### src/rtl/idpg_pkg.sv
package idpg_pkg;

  typedef enum logic [2:0] {
    S_IDLE,   // waiting for a device select
    S_AHI,    // expecting the high address byte
    S_ALO,    // expecting the low address byte
    S_WDAT,   // page write data phase
    S_LOCK,   // lock command, first data byte expected
    S_LDONE,  // lock command, data byte already taken
    S_READ,   // read data phase
    S_SKIP    // not addressed to this page, wait for start
  } idpg_st_e;

  // Next byte offset inside a page of 'size' bytes.
  function automatic int unsigned wrap_next(input int unsigned off, input int unsigned size);
    return (off + 1) % size;
  endfunction

  // Extract a single bit of a byte by position, position given as an integer.
  function automatic logic bit_at(input logic [7:0] b, input int unsigned pos);
    logic [7:0] sh;
    sh = b >> pos;
    return sh[0];
  endfunction

endpackage

### src/rtl/idpg_cmd.sv
module idpg_cmd
  import idpg_pkg::*;
#(
  parameter int          PAGE_BYTES = 32,
  parameter logic [3:0]  ID_TYPE    = 4'b1011,
  parameter int unsigned SEL_BIT    = 10,
  parameter int unsigned LOCK_BIT   = 1,
  localparam int         OFF_W      = $clog2(PAGE_BYTES)
) (
  input  logic             clk,
  input  logic             rst_n,
  input  logic             busy_i,
  input  logic             locked_i,
  input  logic             start_i,
  input  logic             stop_i,
  input  logic             dev_stb_i,
  input  logic [3:0]       dev_type_i,
  input  logic             dev_rd_i,
  input  logic             addr_stb_i,
  input  logic [7:0]       addr_byte_i,
  input  logic             data_stb_i,
  input  logic [7:0]       data_byte_i,
  input  logic             rd_stb_i,
  output logic             ack_vld_o,
  output logic             ack_o,
  output logic             stage_en_o,
  output logic [OFF_W-1:0] stage_off_o,
  output logic [7:0]       stage_data_o,
  output logic             clr_pend_o,
  output logic             rd_en_o,
  output logic [OFF_W-1:0] rd_off_o,
  output logic             go_wr_o,
  output logic             go_lock_o
);

  idpg_st_e         st_q, st_d;
  logic [OFF_W-1:0] ptr_q, ptr_d;
  logic             sel_q, sel_d;
  logic             arm_q, arm_d;
  logic             any_q, any_d;
  logic             ack_vld_d, ack_d;
  logic [OFF_W-1:0] ptr_inc;

  assign ptr_inc      = OFF_W'(wrap_next(int'(ptr_q), PAGE_BYTES));
  assign stage_off_o  = ptr_q;
  assign stage_data_o = data_byte_i;
  assign rd_off_o     = ptr_q;

  always_comb begin
    st_d       = st_q;
    ptr_d      = ptr_q;
    sel_d      = sel_q;
    arm_d      = arm_q;
    any_d      = any_q;
    ack_vld_d  = 1'b0;
    ack_d      = 1'b0;
    stage_en_o = 1'b0;
    rd_en_o    = 1'b0;
    go_wr_o    = 1'b0;
    go_lock_o  = 1'b0;
    clr_pend_o = 1'b0;
    if (!busy_i) begin
      if (start_i) begin
        st_d       = S_IDLE;
        arm_d      = 1'b0;
        any_d      = 1'b0;
        clr_pend_o = 1'b1;
      end else if (stop_i) begin
        go_wr_o   = (st_q == S_WDAT) && any_q;
        go_lock_o = (st_q == S_LDONE) && arm_q;
        st_d      = S_IDLE;
        arm_d     = 1'b0;
        any_d     = 1'b0;
      end else if (dev_stb_i) begin
        if (dev_type_i == ID_TYPE) st_d = dev_rd_i ? S_READ : S_AHI;
        else                       st_d = S_SKIP;
      end else if (addr_stb_i) begin
        case (st_q)
          S_AHI: begin
            sel_d = bit_at(addr_byte_i, SEL_BIT - 8);
            st_d  = S_ALO;
          end
          S_ALO: begin
            st_d = sel_q ? S_LOCK : S_WDAT;
            if (!sel_q) ptr_d = addr_byte_i[OFF_W-1:0];
          end
          default: ;
        endcase
      end else if (data_stb_i) begin
        case (st_q)
          S_WDAT: begin
            ack_vld_d = 1'b1;
            ack_d     = !locked_i;
            if (!locked_i) begin
              stage_en_o = 1'b1;
              ptr_d      = ptr_inc;
              any_d      = 1'b1;
            end
          end
          S_LOCK: begin
            ack_vld_d = 1'b1;
            ack_d     = !locked_i;
            arm_d     = !locked_i && bit_at(data_byte_i, LOCK_BIT);
            st_d      = S_LDONE;
          end
          S_LDONE: begin
            ack_vld_d = 1'b1;
            ack_d     = 1'b0;
            arm_d     = 1'b0;
            st_d      = S_SKIP;
          end
          default: ;
        endcase
      end else if (rd_stb_i && st_q == S_READ) begin
        rd_en_o = 1'b1;
        ptr_d   = ptr_inc;
      end
    end
  end

  always_ff @(posedge clk or negedge rst_n) begin
    if (!rst_n) begin
      st_q      <= S_IDLE;
      ptr_q     <= '0;
      sel_q     <= 1'b0;
      arm_q     <= 1'b0;
      any_q     <= 1'b0;
      ack_vld_o <= 1'b0;
      ack_o     <= 1'b0;
    end else begin
      st_q      <= st_d;
      ptr_q     <= ptr_d;
      sel_q     <= sel_d;
      arm_q     <= arm_d;
      any_q     <= any_d;
      ack_vld_o <= ack_vld_d;
      ack_o     <= ack_d;
    end
  end


  busy_quiet_chk: assert property (@(posedge clk) disable iff (!rst_n)
    busy_i |-> !(stage_en_o || rd_en_o || go_wr_o || go_lock_o));


  locked_nack_chk: assert property (@(posedge clk) disable iff (!rst_n)
    (data_stb_i && locked_i && !busy_i) |=> !ack_o);


  foreign_skip_chk: assert property (@(posedge clk) disable iff (!rst_n)
    (dev_stb_i && !busy_i && !start_i && !stop_i && dev_type_i != ID_TYPE) |=> st_q == S_SKIP);

endmodule

### src/rtl/idpg_prog.sv
module idpg_prog #(
  parameter int PROG_CYCLES = 20,
  localparam int CNT_W = (PROG_CYCLES > 1) ? $clog2(PROG_CYCLES) : 1
) (
  input  logic clk,
  input  logic rst_n,
  input  logic go_wr_i,
  input  logic go_lock_i,
  output logic busy_o,
  output logic commit_o,
  output logic locked_o
);

  logic [CNT_W-1:0] cnt_q;
  logic             busy_q;
  logic             kind_lock_q;
  logic             lock_q;
  logic             done;

  assign done     = busy_q && (cnt_q == '0);
  assign busy_o   = busy_q;
  assign commit_o = done && !kind_lock_q;
  assign locked_o = lock_q;

  always_ff @(posedge clk or negedge rst_n) begin
    if (!rst_n) begin
      cnt_q       <= '0;
      busy_q      <= 1'b0;
      kind_lock_q <= 1'b0;
      lock_q      <= 1'b0;
    end else if (done) begin
      busy_q <= 1'b0;
      if (kind_lock_q) lock_q <= 1'b1;
    end else if (busy_q) begin
      cnt_q <= cnt_q - 1'b1;
    end else if (go_wr_i || go_lock_i) begin
      busy_q      <= 1'b1;
      cnt_q       <= CNT_W'(PROG_CYCLES - 1);
      kind_lock_q <= go_lock_i;
    end
  end


  lock_sticky_chk: assert property (@(posedge clk) disable iff (!rst_n)
    lock_q |=> lock_q);


  busy_len_chk: assert property (@(posedge clk) disable iff (!rst_n)
    $fell(busy_q) |-> $past(cnt_q) == '0);


  lock_source_chk: assert property (@(posedge clk) disable iff (!rst_n)
    $rose(lock_q) |-> $past(kind_lock_q && busy_q));

endmodule

### src/rtl/idpg_store.sv
module idpg_store #(
  parameter int  PAGE_BYTES = 32,
  parameter int  DATA_W     = 8,
  localparam int OFF_W      = $clog2(PAGE_BYTES)
) (
  input  logic              clk,
  input  logic              rst_n,
  input  logic              stage_en_i,
  input  logic [OFF_W-1:0]  stage_off_i,
  input  logic [DATA_W-1:0] stage_data_i,
  input  logic              clr_pend_i,
  input  logic              commit_i,
  input  logic              rd_en_i,
  input  logic [OFF_W-1:0]  rd_off_i,
  output logic [DATA_W-1:0] rd_data_o
);

  logic [DATA_W-1:0]            page_q [PAGE_BYTES];
  logic [DATA_W-1:0]            pend_q [PAGE_BYTES];
  logic [PAGE_BYTES-1:0]        mask_q;
  logic [PAGE_BYTES*DATA_W-1:0] page_flat;

  generate
    for (genvar g = 0; g < PAGE_BYTES; g++) begin : g_flat
      assign page_flat[g*DATA_W +: DATA_W] = page_q[g];
    end
  endgenerate

  always_ff @(posedge clk or negedge rst_n) begin
    if (!rst_n) begin
      for (int i = 0; i < PAGE_BYTES; i++) begin
        page_q[i] <= '0;
        pend_q[i] <= '0;
      end
    end else begin
      for (int i = 0; i < PAGE_BYTES; i++) begin
        if (commit_i && mask_q[i]) page_q[i] <= pend_q[i];
      end
      if (stage_en_i) pend_q[stage_off_i] <= stage_data_i;
    end
  end

  always_ff @(posedge clk or negedge rst_n) begin
    if (!rst_n)                      mask_q <= '0;
    else if (clr_pend_i || commit_i) mask_q <= '0;
    else if (stage_en_i)             mask_q[stage_off_i] <= 1'b1;
  end

  always_ff @(posedge clk or negedge rst_n) begin
    if (!rst_n)       rd_data_o <= '0;
    else if (rd_en_i) rd_data_o <= page_q[rd_off_i];
  end


  page_hold_chk: assert property (@(posedge clk) disable iff (!rst_n)
    !commit_i |=> $stable(page_flat));


  commit_staged_chk: assert property (@(posedge clk) disable iff (!rst_n)
    commit_i |-> (mask_q != '0));

endmodule

### src/rtl/idpg_ctrl.sv
module idpg_ctrl #(
  parameter int          PAGE_BYTES  = 32,
  parameter int          PROG_CYCLES = 20,
  parameter logic [3:0]  ID_TYPE     = 4'b1011,
  parameter int unsigned SEL_BIT     = 10,
  parameter int unsigned LOCK_BIT    = 1,
  localparam int         OFF_W       = $clog2(PAGE_BYTES)
) (
  input  logic       clk,
  input  logic       rst_n,
  input  logic       start_i,
  input  logic       stop_i,
  input  logic       dev_stb_i,
  input  logic [3:0] dev_type_i,
  input  logic       dev_rd_i,
  input  logic       addr_stb_i,
  input  logic [7:0] addr_byte_i,
  input  logic       data_stb_i,
  input  logic [7:0] data_byte_i,
  output logic       ack_vld_o,
  output logic       ack_o,
  input  logic       rd_stb_i,
  output logic [7:0] rd_data_o,
  output logic       busy_o,
  output logic       locked_o
);

  logic             stage_en, clr_pend, rd_en, go_wr, go_lock, commit;
  logic [OFF_W-1:0] stage_off, rd_off;
  logic [7:0]       stage_data;

  idpg_cmd #(
    .PAGE_BYTES(PAGE_BYTES), .ID_TYPE(ID_TYPE), .SEL_BIT(SEL_BIT), .LOCK_BIT(LOCK_BIT)
  ) u_cmd (
    .clk(clk), .rst_n(rst_n), .busy_i(busy_o), .locked_i(locked_o),
    .start_i(start_i), .stop_i(stop_i),
    .dev_stb_i(dev_stb_i), .dev_type_i(dev_type_i), .dev_rd_i(dev_rd_i),
    .addr_stb_i(addr_stb_i), .addr_byte_i(addr_byte_i),
    .data_stb_i(data_stb_i), .data_byte_i(data_byte_i), .rd_stb_i(rd_stb_i),
    .ack_vld_o(ack_vld_o), .ack_o(ack_o),
    .stage_en_o(stage_en), .stage_off_o(stage_off), .stage_data_o(stage_data),
    .clr_pend_o(clr_pend), .rd_en_o(rd_en), .rd_off_o(rd_off),
    .go_wr_o(go_wr), .go_lock_o(go_lock)
  );

  idpg_prog #(.PROG_CYCLES(PROG_CYCLES)) u_prog (
    .clk(clk), .rst_n(rst_n), .go_wr_i(go_wr), .go_lock_i(go_lock),
    .busy_o(busy_o), .commit_o(commit), .locked_o(locked_o)
  );

  idpg_store #(.PAGE_BYTES(PAGE_BYTES), .DATA_W(8)) u_store (
    .clk(clk), .rst_n(rst_n),
    .stage_en_i(stage_en), .stage_off_i(stage_off), .stage_data_i(stage_data),
    .clr_pend_i(clr_pend), .commit_i(commit),
    .rd_en_i(rd_en), .rd_off_i(rd_off), .rd_data_o(rd_data_o)
  );

endmodule

### config.mk
export PLATFORM = sky130hd
export DESIGN_NAME = idpg_ctrl
export DESIGN_NICKNAME = d
export VERILOG_FILES = /design/src/rtl/idpg_pkg.sv /design/src/rtl/idpg_cmd.sv /design/src/rtl/idpg_prog.sv /design/src/rtl/idpg_store.sv /design/src/rtl/idpg_ctrl.sv
export SDC_FILE = /design/constraint.sdc
export NUM_CORES = 1
export LEC_CHECK = 0
export ABC_CLOCK_PERIOD_IN_PS = 2900
export BUFFER_PORTS_ARGS = -buffer_cell sky130_fd_sc_hd__buf_2
export CAP_MARGIN = 20
export CORE_ASPECT_RATIO = 0.75
export CORE_MARGIN = 5
export CORE_UTILIZATION = 63
export CTS_CLUSTER_DIAMETER = 100
export CTS_CLUSTER_SIZE = 14
export DETAILED_ROUTE_END_ITERATION = 10
export GPL_TIMING_DRIVEN = 1
export PLACE_DENSITY = 0.8
export SETUP_SLACK_MARGIN = 0.1
export SLEW_MARGIN = 0
export SYNTH_ARGS = -nofsm -noshare
export SYNTH_HDL_FRONTEND = slang
export SYNTH_HIERARCHICAL = 1
export SYNTH_SLANG_ARGS = --single-unit
### constraint.sdc
create_clock -name clk -period 2.9 [get_ports clk]
set_input_delay 0.29 -clock clk [delete_from_list [all_inputs] [get_ports clk]]
set_output_delay 0.29 -clock clk [all_outputs]
set_load 0.01 [all_outputs]
==> out/metrics.yaml, run 1 <==
status: "complete, no violations"
dp_cells: 2188
whs_ns: 0.0894
core-area_um2: 38200
area_delta_synth_final_pct: 8.37
antenna_found_initial: 0
syn_area_um2: 24300
antenna_left: 0
nFillCells: 2584
final.setup.tns_ns: 0
drc_errors: 0
post_cts_resized: 0
root_buffer: "clkbuf_16"
yosysTopAreaCellShare_pct: 58.9
synth_fa_ha_area_share_pct: 0.103
wl_per_cell_um: 24.1
finClkSkew_ns: 0.0150
min_period_ns: 2.68
numClockSinks: 573
synthXorXnorAreaFrac_pct: 0
crit_slowest_cell: "or3b_1"
setup_violations: 0
synthFlopType: "dfrtp_1"
hp-class: "in2reg"
portBuffers: 37
grt_pass1_wl_mm: 86.0
ir_drop_mv: 0.532
reg2reg_slack_ns: 0.22
first_iter_violations: 990
yosys_register_bits: 573
critPathKind: "reg2reg"
cap_violations: 0
netlist_instances: 1690
num_antenna_cells: 0
finalHoldViolations: 0
maxSlewHeadroom_pct: 34.5
avgSynthCellArea_um2: 14.4
io-pin-count: 41
route.vias.total: 13900
grt_max_degree: 106
die_x_um: 237
grt_use_total_pct: 25.5
leakage_nw: 13.2
postCtsSetupRepairBufs: 0
worstSetupStartpointType: "flop"
synth.area.mux_share_pct: 29.7
crit_fanout: 9
cp_slowest_stage_delay_ns: 0.61
htreeDepth: 2
grt_pass1_vias: 14700
postSynth.asyncResetShare_pct: 100
synth_compound_area_share_pct: 4.20
synth_edf_count: 0
die_area_um2: 42700
final-max-slew-violation-count: 0
synth_nets: 1721
dp_hpwl_mm: 34.5
die_h_um: 180
routed_wl_mm: 54.1
finalNonFillerCells: 2241
yosysTopAreaCell: "dfrtp_1"
drtPass1Iterations: 5
period_share_pct: 92.4
cts_tree: "yes"
cp.required_ns: 3.34
layout-drive-gt1-share_pct: 35.3
worstPathArrival_ns: 3.12
synth_cell_types: 68
synthSimpleGateAreaFrac_pct: 4.82
fin_nets: 1757
via_per_inst: 6.22
yosys-top-cells-area: "dfrtp_1 59%, mux2_2 20%, mux2i_1 5.3%"
critPathBufInv: 1
p_per_area_nw_per_um2: 571
rows: 62
numCtsBuffers: 46
max_freq_mhz: 373
start_util_pct: 63.6
ys_warn_count: 6
grt_overflow_total: 0
yosysSeqAreaShare_pct: 58.9
clk_path_buf_depth: 3
synth_top_family_by_area: "multiplexers"
clkLatencyLatePin_ns: 0.56
rsz0062_at_grt: "no"
worst_setup_path_end_kind: "flop"
path_cells: "and3b_1, nand3b_1, nor2_1, buf_4, or3b_1, nor2_4, mux2_2"
crit_family: "simple AND/OR/NAND/NOR gates"
ctsHoldBuffers: 2
worst_pin_slew_ns: 0.983
gp_congestion: 0.822
cts.clk_slew.worst_paths_ns: 0.07
## state kept, by name, summed over array words and instances (netlist names)
name / count
u_store/page_flat: 256
u_store/pend_q: 256
u_store/mask_q: 32
u_store/rd_data_o: 8
u_cmd/rd_off_o: 5
u_prog/cnt_q: 5
u_cmd/st_q: 3
u_cmd/ack_o: 1
u_cmd/ack_vld_o: 1
u_cmd/any_q: 1
u_cmd/arm_q: 1
u_cmd/sel_q: 1
u_prog/busy_o: 1
u_prog/kind_lock_q: 1
u_prog/locked_o: 1
## cell usage after synthesis, types with 6 or more instances
library cell / number
clkbuf_1: 44
mux2_2: 438
nand2_1: 56
dfrtp_1: 573
buf_6: 6
a22oi_1: 64
nand2b_1: 6
nor2_1: 54
o21ai_0: 10
inv_1: 12
nor4_1: 10
nand3b_1: 6
mux2_1: 87
buf_2: 14
nor2_4: 8
a21oi_1: 53
buf_4: 25
nor2_2: 8
mux2i_1: 128
## final timing paths
check	startpoint	cells past startpoint	end
setup reg to reg	u_cmd/st_q[0]	7	u_store/pend_q[57]
min in group asynchronous	rst_n	2	u_store/page_flat[72]
hold / removal	data_stb_i	3	u_cmd/ack_vld_o
setup / recovery	u_cmd/st_q[0]	7	u_store/pend_q[57]
max in group asynchronous	rst_n	3	u_store/page_flat[254]
hold reg to reg	u_store/pend_q[136]	1	u_store/pend_q[136]
## layout by cell type, fill, tap and decap left out, drive strengths merged, types with 6 or more instances in the layout
cell,instances
nand3b,7
mux2,527
nor4,11
a21oi,55
clkbuf,51
nor2,70
a22oi,64
nand3,6
dfrtp,573
buf,78
o21ai,12
nand2b,6
nor3,6
nand2,56
inv,12
mux2i,128
## cells by family (layout without fill, tap and decap cells)
logic type      Yosys count  after routing
compound gates          152            152
fa+ha+maj                 2              2
buf+inv                 104            143
flops                   573            573
mux                     655            655
simple gates            204            204
## area by class of cell
cell class	count	area (µm²)	area share, %
clock buffers	51	1230	4.68
inverters	12	45.0	0.171
multi-input cells	1013	9460	35.9
flip-flops and latches	573	14300	54.4
well taps	512	641	2.43
repair buffers	80	648	2.46
## metal layers
| metal | up-vias | share of wire [%] | global-route usage (%) |
|---|---|---|---|
| met1 | 7370 | 46 | 38.5 |
| met3 | 71 | 5.9 | 4.74 |
| li1 | 6135 | - | - |
| met2 | 355 | 47 | 39.3 |
| met4 | 0 | 1.9 | 5.70 |
| met5 | - | 0 | 0 |
## where the power goes
part / internal, mW / switching [mW]
Clock: 2.97 / 2.64
Sequential: 8.04 / 0.139
Combinational: 0.465 / 0.812
Total: 11.5 / 3.59
## worst register-to-register path, stage by stage, from the launching register on
cell      delay, ns
dfrtp_1        0.48
and3b_1        0.27
nand3b_1       0.13
nor2_1         0.11
buf_4          0.17
or3b_1         0.61
nor2_4         0.40
mux2_2         0.39
## per-stage QoR
stage	cell area, µm²	setup slack, ns	util, %	power (mW)
final	26400	0.221	68.9	15.1
after floorplan	24300	0.564	-	9.09
after global routing	26400	0.109	68.9	15.6
after CTS	26400	0.229	68.9	15.2
after global placement	25100	0.301	65.7	9.56
after detailed placement	25100	0.251	65.7	9.60
Power figures use the tool's default switching activity.
==> run 2: changes to the inputs <==
Settings changed: CORE_MARGIN 5 to not set.
==> run 2 against run 1 <==
Effect of this change: cell count rose by 0.31%; worst hold slack got worse by 0.015 ns; die area down 7.7%; count of clock-buffer cells in the layout shrank 2; via count up 2.1%; critical path type unchanged; critical endpoint is now u_store/pend_q[103].
==> out/metrics.yaml, run 2 (synthesized netlist as in run 1, its figures left out) <==
period_share_pct: 92.4
gp_congestion: 0.826
cts.clk_slew.worst_paths_ns: 0.07
final.setup.tns_ns: 0
worstPathArrival_ns: 3.13
area_delta_synth_final_pct: 9.03
dr.max_layer_used: "met4"
grt_pass1_vias: 14800
drtPass1Iterations: 7
root_buffer: "clkbuf_16"
layout-drive-gt1-share_pct: 35.8
wl_met3_mm: 2.94
path_cells: "and3b_1, nand3b_1, nor2_1, buf_4, and3_1, nand2_1, mux2_2"
final-max-slew-violation-count: 0
grt_use_total_pct: 28.7
rows: 61
numCtsBuffers: 46
finalHoldViolations: 0
hp-class: "in2reg"
fin_nets: 1773
drc_errors: 0
max_freq_mhz: 373
dr_wl_met2_mm: 25.3
num_antenna_cells: 0
core-area_um2: 37600
antenna_found_initial: 0
grt_max_degree: 76
cp.required_ns: 3.35
p_total_mw: 15.0
wl_per_cell_um: 24.2
dp_hpwl_mm: 34.5
first_iter_violations: 1101
routed_wl_mm: 54.4
ir_drop_mv: 0.447
die_area_um2: 39400
cp_slowest_stage_delay_ns: 0.51
start_util_pct: 64.8
via_per_inst: 6.33
clk_path_buf_depth: 3
htreeDepth: 2
layout_commonest_cell: "dfrtp_1"
maxSlewHeadroom_pct: 35.3
portBuffers: 37
status: "complete, no violations"
rsz0062_at_grt: "yes"
critPathKind: "reg2reg"
die_h_um: 172
io-pin-count: 41
cts_tree: "yes"
crit_slowest_cell: "dfrtp_1"
setup_violations: 0
p_per_area_nw_per_um2: 565
numClockSinks: 573
clkLatencyLatePin_ns: 0.58
crit_fanout: 9
mostFrequentLayoutCells: "572 x dfrtp_1, 438 x mux2_2, 128 x mux2i_1"
crit_family: "simple AND/OR/NAND/NOR gates"
die_x_um: 229
met1_length_mm: 24.6
worstSetupStartpointType: "flop"
critPathBufInv: 1
cap_violations: 0
finClkSkew_ns: 0.0243
worst_pin_slew_ns: 0.971
min_period_ns: 2.68
grt_overflow_total: 0
route.vias.total: 14200
antenna_left: 0
leakage_nw: 13.3
grt_pass1_wl_mm: 85.9
worst_setup_path_end_kind: "flop"
[run 2: per-stage QoR]
stage / setup slack (ns) / std cells / util (%) / hold slack, ns / cell area [µm²]
floorplan: 0.564 / 1690 / - / -0.00559 / 24300
finish: 0.221 / 2248 / 70.7 / 0.0745 / 26500
CTS: 0.228 / 2246 / 70.5 / 0.0475 / 26500
global placement: 0.270 / 2194 / 67.3 / 0.306 / 25300
global route: 0.0628 / 2248 / 70.7 / 0.0566 / 26500
detailed placement: 0.236 / 2194 / 67.3 / 0.309 / 25300
[run 2: power by group]
group          switching (mW)  internal, mW
clock                    2.67          2.86
combinational           0.799         0.481
sequential              0.142          8.04
total                    3.61          11.4
[run 2: cell type report]
type	instances	area [µm²]
clock buffer	49	1180
clock inverter	1	8.76
fill	2515	11000
inverter	12	45.0
multi-input combinational	1013	9460
sequential	573	14300
tap	504	631
timing repair buffer	96	856
[run 2: routing by layer]
metal / vias up / global-route usage, %
li1: 6168 / -
met1: 7574 / 40.7
met2: 380 / 45.1
met3: 101 / 5.10
met4: 0 / 10.4
met5: - / 0
[run 2: repair_timing]
| item | CTS | global route |
|---|---|---|
| gates resized for setup | 0 | 1 |
| buffers inserted | 0 | 2 |
| hold buffers | 2 | 0 |
| endpoints found under the setup margin | 0 | 48 |
| hold endpoints to repair | 65 | 0 |
[run 2: path summary, 6_finish.rpt]
| path | from | end | slack, ns | depth (start not counted) |
|---|---|---|---|---|
| setup / recovery | u_cmd/st_q[0] | u_store/pend_q[103] | 0.22 | 7 |
| hold / removal | addr_byte_i[3] | u_cmd/rd_off_o[3] | 0.07 | 3 |
| setup reg to reg | u_cmd/st_q[0] | u_store/pend_q[103] | 0.22 | 7 |
| hold reg to reg | u_store/pend_q[135] | u_store/pend_q[135] | 0.48 | 1 |
| max in group asynchronous | rst_n | u_store/page_flat[194] | 1.57 | 4 |
| min in group asynchronous | rst_n | u_store/pend_q[191] | 0.28 | 2 |
[run 2: worst register-to-register path: stages, from the launching register on]
cell	delay (ns)
dfrtp_1	0.51
and3b_1	0.25
nand3b_1	0.13
nor2_1	0.13
buf_4	0.18
and3_1	0.49
nand2_1	0.46
mux2_2	0.42
